[src/rtl/w2n_pkg.sv]
`timescale 1ns/1ps
package w2n_pkg;
  localparam logic [2:0] OP_PUT_FULL = 3'd0;
  localparam logic [2:0] OP_PUT_PART = 3'd1;
  localparam logic [2:0] OP_GET      = 3'd4;
  localparam logic [2:0] OP_ACK      = 3'd0;
  localparam logic [2:0] OP_ACK_DATA = 3'd1;

  typedef enum logic [1:0] {
    ST_IDLE  = 2'd0,
    ST_ISSUE = 2'd1,
    ST_WAIT  = 2'd2,
    ST_RESP  = 2'd3
  } w2n_state_e;
endpackage

[src/rtl/w2n_lane_pick.sv]
`timescale 1ns/1ps
// Lowest pending lane wins.
module w2n_lane_pick #(
  parameter int LANES = 4,
  parameter int LW    = 2
) (
  input  logic [LANES-1:0] pend,
  output logic             any,
  output logic [LW-1:0]    idx
);
  always_comb begin
    any = |pend;
    idx = '0;
    for (int i = LANES - 1; i >= 0; i--) begin
      if (pend[i]) idx = LW'(i);
    end
  end
endmodule

[src/rtl/w2n_resp_merge.sv]
`timescale 1ns/1ps
// Per-lane response data register, cleared at the start of each transaction.
module w2n_resp_merge #(
  parameter int LANES  = 4,
  parameter int DEV_DW = 32,
  parameter int LW     = 2
) (
  input  logic                    clk,
  input  logic                    rst,
  input  logic                    clr,
  input  logic                    wr_en,
  input  logic [LW-1:0]           wr_lane,
  input  logic [DEV_DW-1:0]       wr_data,
  output logic [LANES*DEV_DW-1:0] q
);
  genvar g;
  generate
    for (g = 0; g < LANES; g++) begin : g_lane
      logic [DEV_DW-1:0] lane_q;
      always_ff @(posedge clk) begin
        if (rst || clr) begin
          lane_q <= '0;
        end else if (wr_en && (wr_lane == LW'(g))) begin
          lane_q <= wr_data;
        end
      end
      assign q[g*DEV_DW +: DEV_DW] = lane_q;
    end
  endgenerate
endmodule

[src/rtl/wide2narrow_split.sv]
`timescale 1ns/1ps
module wide2narrow_split
  import w2n_pkg::*;
#(
  parameter int HOST_DW = 128,
  parameter int DEV_DW  = 32,
  parameter int AW      = 32,
  parameter int SRCW    = 8
) (
  input  logic                    clk,
  input  logic                    rst,
  input  logic                    h_a_valid,
  output logic                    h_a_ready,
  input  logic [2:0]              h_a_opcode,
  input  logic [AW-1:0]           h_a_address,
  input  logic [SRCW-1:0]         h_a_source,
  input  logic [HOST_DW-1:0]      h_a_data,
  input  logic [HOST_DW/8-1:0]    h_a_mask,
  output logic                    h_d_valid,
  input  logic                    h_d_ready,
  output logic [2:0]              h_d_opcode,
  output logic [SRCW-1:0]         h_d_source,
  output logic [HOST_DW-1:0]      h_d_data,
  output logic                    h_d_error,
  output logic                    n_a_valid,
  input  logic                    n_a_ready,
  output logic [2:0]              n_a_opcode,
  output logic [1:0]              n_a_size,
  output logic [AW-1:0]           n_a_address,
  output logic [SRCW-1:0]         n_a_source,
  output logic [DEV_DW-1:0]       n_a_data,
  output logic [DEV_DW/8-1:0]     n_a_mask,
  input  logic                    n_d_valid,
  output logic                    n_d_ready,
  input  logic [DEV_DW-1:0]       n_d_data,
  input  logic                    n_d_error
);
  localparam int LANES = HOST_DW / DEV_DW;
  localparam int HMW   = HOST_DW / 8;
  localparam int DMW   = DEV_DW / 8;
  localparam int LW    = (LANES > 1) ? $clog2(LANES) : 1;
  localparam int OFFW  = $clog2(DMW);
  localparam logic [1:0] NSIZE = 2'(OFFW);

  w2n_state_e           st_q;
  logic [AW-1:0]        addr_q;
  logic [SRCW-1:0]      src_q;
  logic [2:0]           op_q;
  logic [HOST_DW-1:0]   wdat_q;
  logic [HMW-1:0]       mask_q;
  logic [LANES-1:0]     pend_q;
  logic [LW-1:0]        cur_q;
  logic                 err_q;

  logic [LANES-1:0]     lane_any;
  logic                 pick_any;
  logic [LW-1:0]        pick_idx;
  logic                 a_fire, na_fire, nd_fire, hd_fire;

  genvar g;
  generate
    for (g = 0; g < LANES; g++) begin : g_nib
      assign lane_any[g] = |h_a_mask[g*DMW +: DMW];
    end
  endgenerate

  w2n_lane_pick #(.LANES(LANES), .LW(LW)) u_pick (
    .pend (pend_q),
    .any  (pick_any),
    .idx  (pick_idx)
  );

  assign a_fire  = h_a_valid && h_a_ready;
  assign na_fire = n_a_valid && n_a_ready;
  assign nd_fire = n_d_valid && n_d_ready;
  assign hd_fire = h_d_valid && h_d_ready;

  w2n_resp_merge #(.LANES(LANES), .DEV_DW(DEV_DW), .LW(LW)) u_merge (
    .clk     (clk),
    .rst     (rst),
    .clr     (a_fire),
    .wr_en   (nd_fire && (op_q == OP_GET)),
    .wr_lane (cur_q),
    .wr_data (n_d_data),
    .q       (h_d_data)
  );

  always_ff @(posedge clk) begin
    if (rst) begin
      st_q   <= ST_IDLE;
      addr_q <= '0;
      src_q  <= '0;
      op_q   <= OP_PUT_FULL;
      wdat_q <= '0;
      mask_q <= '0;
      pend_q <= '0;
      cur_q  <= '0;
      err_q  <= 1'b0;
    end else begin
      case (st_q)
        ST_IDLE: if (a_fire) begin
          addr_q <= h_a_address;
          src_q  <= h_a_source;
          op_q   <= h_a_opcode;
          wdat_q <= h_a_data;
          mask_q <= h_a_mask;
          pend_q <= lane_any;
          err_q  <= (lane_any == '0);
          st_q   <= (lane_any == '0) ? ST_RESP : ST_ISSUE;
        end
        ST_ISSUE: if (na_fire) begin
          pend_q[pick_idx] <= 1'b0;
          cur_q            <= pick_idx;
          st_q             <= ST_WAIT;
        end
        ST_WAIT: if (nd_fire) begin
          err_q <= err_q | n_d_error;
          st_q  <= (pend_q == '0) ? ST_RESP : ST_ISSUE;
        end
        ST_RESP: if (hd_fire) begin
          st_q <= ST_IDLE;
        end
        default: st_q <= ST_IDLE;
      endcase
    end
  end

  assign h_a_ready   = (st_q == ST_IDLE);
  assign h_d_valid   = (st_q == ST_RESP);
  assign h_d_opcode  = (op_q == OP_GET) ? OP_ACK_DATA : OP_ACK;
  assign h_d_source  = src_q;
  assign h_d_error   = err_q;

  assign n_a_valid   = (st_q == ST_ISSUE) && pick_any;
  assign n_a_opcode  = op_q;
  assign n_a_size    = NSIZE;
  assign n_a_address = addr_q + (AW'(pick_idx) << OFFW);
  assign n_a_source  = src_q;
  assign n_a_data    = wdat_q[pick_idx*DEV_DW +: DEV_DW];
  assign n_a_mask    = mask_q[pick_idx*DMW +: DMW];
  assign n_d_ready   = (st_q == ST_WAIT);

  AST_READY_CLOSED: assert property (@(posedge clk) disable iff (rst)
    $past(h_a_valid && h_a_ready) |-> !h_a_ready);
  AST_RESP_CLOSED: assert property (@(posedge clk) disable iff (rst)
    h_d_valid |-> (!h_a_ready && !n_a_valid));
  AST_ONE_OUTSTANDING: assert property (@(posedge clk) disable iff (rst)
    n_d_ready |-> !n_a_valid);
  AST_NARROW_SHAPE: assert property (@(posedge clk) disable iff (rst)
    n_a_valid |-> (n_a_size == NSIZE && n_a_mask != '0));
  AST_NARROW_HOLD: assert property (@(posedge clk) disable iff (rst)
    (n_a_valid && !n_a_ready) |=> (n_a_valid && $stable(n_a_address) && $stable(n_a_data)));
  AST_RESP_HOLD: assert property (@(posedge clk) disable iff (rst)
    (h_d_valid && !h_d_ready) |=> (h_d_valid && $stable(h_d_error) && $stable(h_d_data)));
endmodule

[config.mk]
export PLATFORM = sky130hd
export DESIGN_NAME = wide2narrow_split
export DESIGN_NICKNAME = d
export VERILOG_FILES = /design/src/rtl/w2n_pkg.sv /design/src/rtl/w2n_lane_pick.sv /design/src/rtl/w2n_resp_merge.sv /design/src/rtl/wide2narrow_split.sv
export SDC_FILE = /design/constraint.sdc
export NUM_CORES = 1
export LEC_CHECK = 0
export BUFFER_PORTS_ARGS = -buffer_cell sky130_fd_sc_hd__buf_4
export CAP_MARGIN = 20
export CORE_UTILIZATION = 25
export CTS_BUF_LIST = sky130_fd_sc_hd__clkbuf_8
export CTS_CLUSTER_DIAMETER = 50
export DETAILED_ROUTE_END_ITERATION = 8
export SLEW_MARGIN = 0
export SYNTH_ARGS = -nofsm -noshare
export SYNTH_HDL_FRONTEND = slang
export SYNTH_SLANG_ARGS = --single-unit
export TNS_END_PERCENT = 5
[constraint.sdc]
create_clock -name clk -period 4.2 [get_ports clk]
set_input_delay 0.84 -clock clk [delete_from_list [all_inputs] [get_ports clk]]
set_output_delay 0.84 -clock clk [all_outputs]
set_load 0.02 [all_outputs]
==> impl_metrics.py <==
metrics = {
    "global_route": {
        "use_met2": 0.283,
        "use_met3": 0.0547,
        "grt_overflow": 0,
        "grt_pass1_vias": 12400,
        "grt_max_degree": 191,
        "grtUsageMet1": 0.191,
        "antenna_found_initial": 3,
        "busiest_layer": "met2",
        "grt_pass1_wl_um": 69300,
        "track_usage": 0.167,
    },
    "detailed_routing": {
        "wl_um": 45700,
        "ant_nets": 0,
        "viasPerCell": 4.62,
        "vias": 12600,
        "drt_first_pass_iters": 5,
        "drt-initial-drc-count": 554,
        "wl_per_cell_um": 16.7,
        "drc": 0,
    },
    "yosys": {
        "synth_top_area_share": 0.502,
        "synth.avg_cell_area_um2": 7.90,
        "ys_seq_area_frac": 0.502,
        "synth-seq-cells": 324,
        "synth_cells": 1635,
        "synth-warning-count": 0,
        "synth_area_leaders": "dfxtp_1 (50%), nand2_1 (17%), a21oi_1 (11%), mux2i_1 (5.4%), clkbuf_1 (2.9%)",
        "netlist_area_um2": 12900,
        "synth_top_area_cell": "dfxtp_1",
        "ys_types": 43,
    },
    "worst_setup_path": {
        "critPathRequiredTime_ns": 3.36,
        "path_max_fanout": 11,
        "end_kind": "output pin",
        "start_kind": "flop",
        "r2r_cells": 4,
        "worstSetupPathType": "reg -> out",
        "crit_arrival_ns": 2.93,
    },
    "sta": {
        "slew_headroom": 0.332,
        "clock.fmax_mhz": 265,
        "period_share": 0.897,
        "fin_skew_ns": 0.0296,
        "finalCriticalPeriod_ns": 3.77,
        "finalMaxSlewViolations": 0,
        "finalHoldViolations": 0,
        "setup_viol": 0,
        "rsz0062_at_grt": "false",
        "hold_slack_ns": 0.450,
        "final.setup.tns_ns": 0,
        "worstMarginPinSlew_ns": 1.00,
    },
    "clock_network": {
        "cts_tree": "built",
        "root_buffer": "clkbuf_8",
        "cts.sinks": 324,
        "ctsHtreeMaxLevel": 2,
        "clockBufferDepth": 3,
        "clock_latency_ns": 0.63,
        "path_clk_slew_ns": 0.06,
        "cts_buffers": 59,
    },
    "layout": {
        "seq_area_um2": 6490,
        "fin_area_um2": 17900,
        "area_growth_pct": 38.8,
        "fillers": 5366,
        "post_route_cells_drive_above_1_share": 0.270,
        "utilization": 0.355,
        "final_nets": 2250,
        "multi_input_area_um2": 5860,
    },
    "die": {
        "rows": 82,
        "start_util": 0.255,
        "die_area_um2": 52600,
        "io_pins": 451,
        "core_um2": 50600,
        "die_y_um": 229,
        "fp.dieW_um": 229,
    },
    "outcome": {
        "status": "finished, final reports clean",
    },
    "power": {
        "p_leak_nw": 7.43,
        "p_total_w": 0.00739,
        "p_per_area_nw_per_um2": 412,
        "peakVddDrop_uv": 220,
    },
    "flow_run": {
        "cap_viol_max_count": 0,
    },
    "placed_design": {
        "port_buffers": 446,
        "globalplace.congestion": 0.860,
        "post_dp_cell_area_um2": 16700,
        "post-dp-hpwl_um": 31800,
    },
    "worst_hold_path": {
        "hold_depth": 2,
        "holdCritPathClass": "reg -> reg",
    },
}
-- layout make-up --
type                            count  share of cell area
Antenna cell                        2            0.000279
Tap cell                          672              0.0469
Inverter                            5             0.00105
Multi-Input combinational cell   1169               0.327
Clock buffer                       72              0.0553
Clock inverter                     30              0.0107
Sequential cell                   324               0.362
Timing Repair Buffer              462               0.197
-- power by group --
group | total [W] | switching [W] | internal [W] | leakage [nW]
clock network | 0.00299 | 0.00133 | 0.00166 | 0.670
logic | 0.00109 | 0.000656 | 0.000438 | 4.12
registers | 0.00331 | 0.0000977 | 0.00321 | 2.64
-- routing by layer --
layer,routed length (µm),vias up
li1,-,6167
met1,18300,5930
met4,1700,2
met5,13,-
met2,21900,450
met3,3760,93
-- worst paths after layout --
| path | from | slack, ns | endpoint |
|---|---|---|---|
| setup / recovery | pend_q[2] | 0.43 | n_a_address[12] |
| hold / removal | u_merge.g_lane[0].lane_q[12] | 0.45 | u_merge.g_lane[0].lane_q[12] |
| setup reg to reg | n_a_opcode[2] | 1.79 | u_merge.g_lane[3].lane_q[24] |
| hold reg to reg | u_merge.g_lane[0].lane_q[12] | 0.45 | u_merge.g_lane[0].lane_q[12] |
-- cell usage after synthesis, drive strengths merged --
cell     number
a211oi        1
a21o          1
a21oi       291
a22oi        37
a31oi         1
and2          4
and3          3
and4          6
buf          38
clkbuf      101
conb          2
dfxtp       324
fa            1
ha            2
inv           5
mux2i        70
nand2       577
nand2b        6
nand3        14
nand3b        1
nand4         9
nor2         44
nor2b         3
nor3          2
nor3b         4
nor4          5
nor4b         1
o211ai        1
o21a          1
o21ai        40
o22ai         1
o2bb2ai       1
or3b          2
or4           8
xnor2        23
xor2          5
-- state kept, by name, summed over array words and instances, names as in the netlist --
register and cells:
addr_q 32, cur_q 2, h_d_error 1, h_d_source 8, mask_q 16, n_a_opcode 3
pend_q 4, st_q 2, u_merge.g_lane.lane_q 128, wdat_q 128
-- critical path, stage by stage, from the launching register on --
cell and delay (ns):
dfxtp_1 0.36, nand2b_1 0.20, a21oi_4 0.17, ha_1 0.20
fa_1 0.22, nand3_1 0.16, nor2_2 0.42, and4_1 0.27
xor2_1 0.15, buf_4 0.16
-- logic make-up after synthesis --
| kind of cell | synth area share |
|---|---|
| XOR/XNOR | 0.0190 |
| adder cells (fa/ha/maj) | 0.00349 |
| flip-flops | 0.502 |
| AO/OA/AOI/OAI | 0.154 |
| multiplexers | 0.0542 |
| AND/OR/NAND/NOR | 0.217 |
| buffers and inverters | 0.0501 |
| other | 0.000581 |
-- layout by cell type (no fill, tap or decap), types with 2 or more instances in the layout --
master      synthesis  final
a21oi_1           291    290
a22oi_1            37     37
and2_1              4      3
and3_1              3      3
and4_1              6      6
buf_12              0      5
buf_4              14    456
bufinv_16           0      2
clkbuf_8            0     72
clkinv_2            0      2
clkinvlp_4          0      4
conb_1              2      4
dfxtp_1           324    324
diode_2             0      2
ha_1                2      2
inv_1               5     25
mux2i_1            70     70
nand2_1           577    577
nand2b_1            6      5
nand3_1            14     14
nand4_1             9      9
nor2_1             44     43
nor2b_1             3      3
nor3_1              2      2
nor3b_1             4      3
nor4_1              2      2
nor4_4              0      3
o21ai_0            22     22
o21ai_1            18     18
or4_1               7      7
xnor2_1            23     23
xor2_1              5      5
-- per-stage QoR --
stage | setup slack [ns] | instances
after floorplan | 0.731 | 1637
after global placement | 0.974 | 2632
after detailed placement | 0.863 | 2632
after CTS | 0.137 | 2734
after global routing | 0.183 | 2736
final | 0.431 | 2736
-- repair_timing --
item,in CTS,in global routing
gates resized for setup,0,1
endpoints found under the hold margin,0,0
setup buffers,0,0
setup endpoints to repair,0,6
hold buffers,0,0
Power figures use the tool's default switching activity.
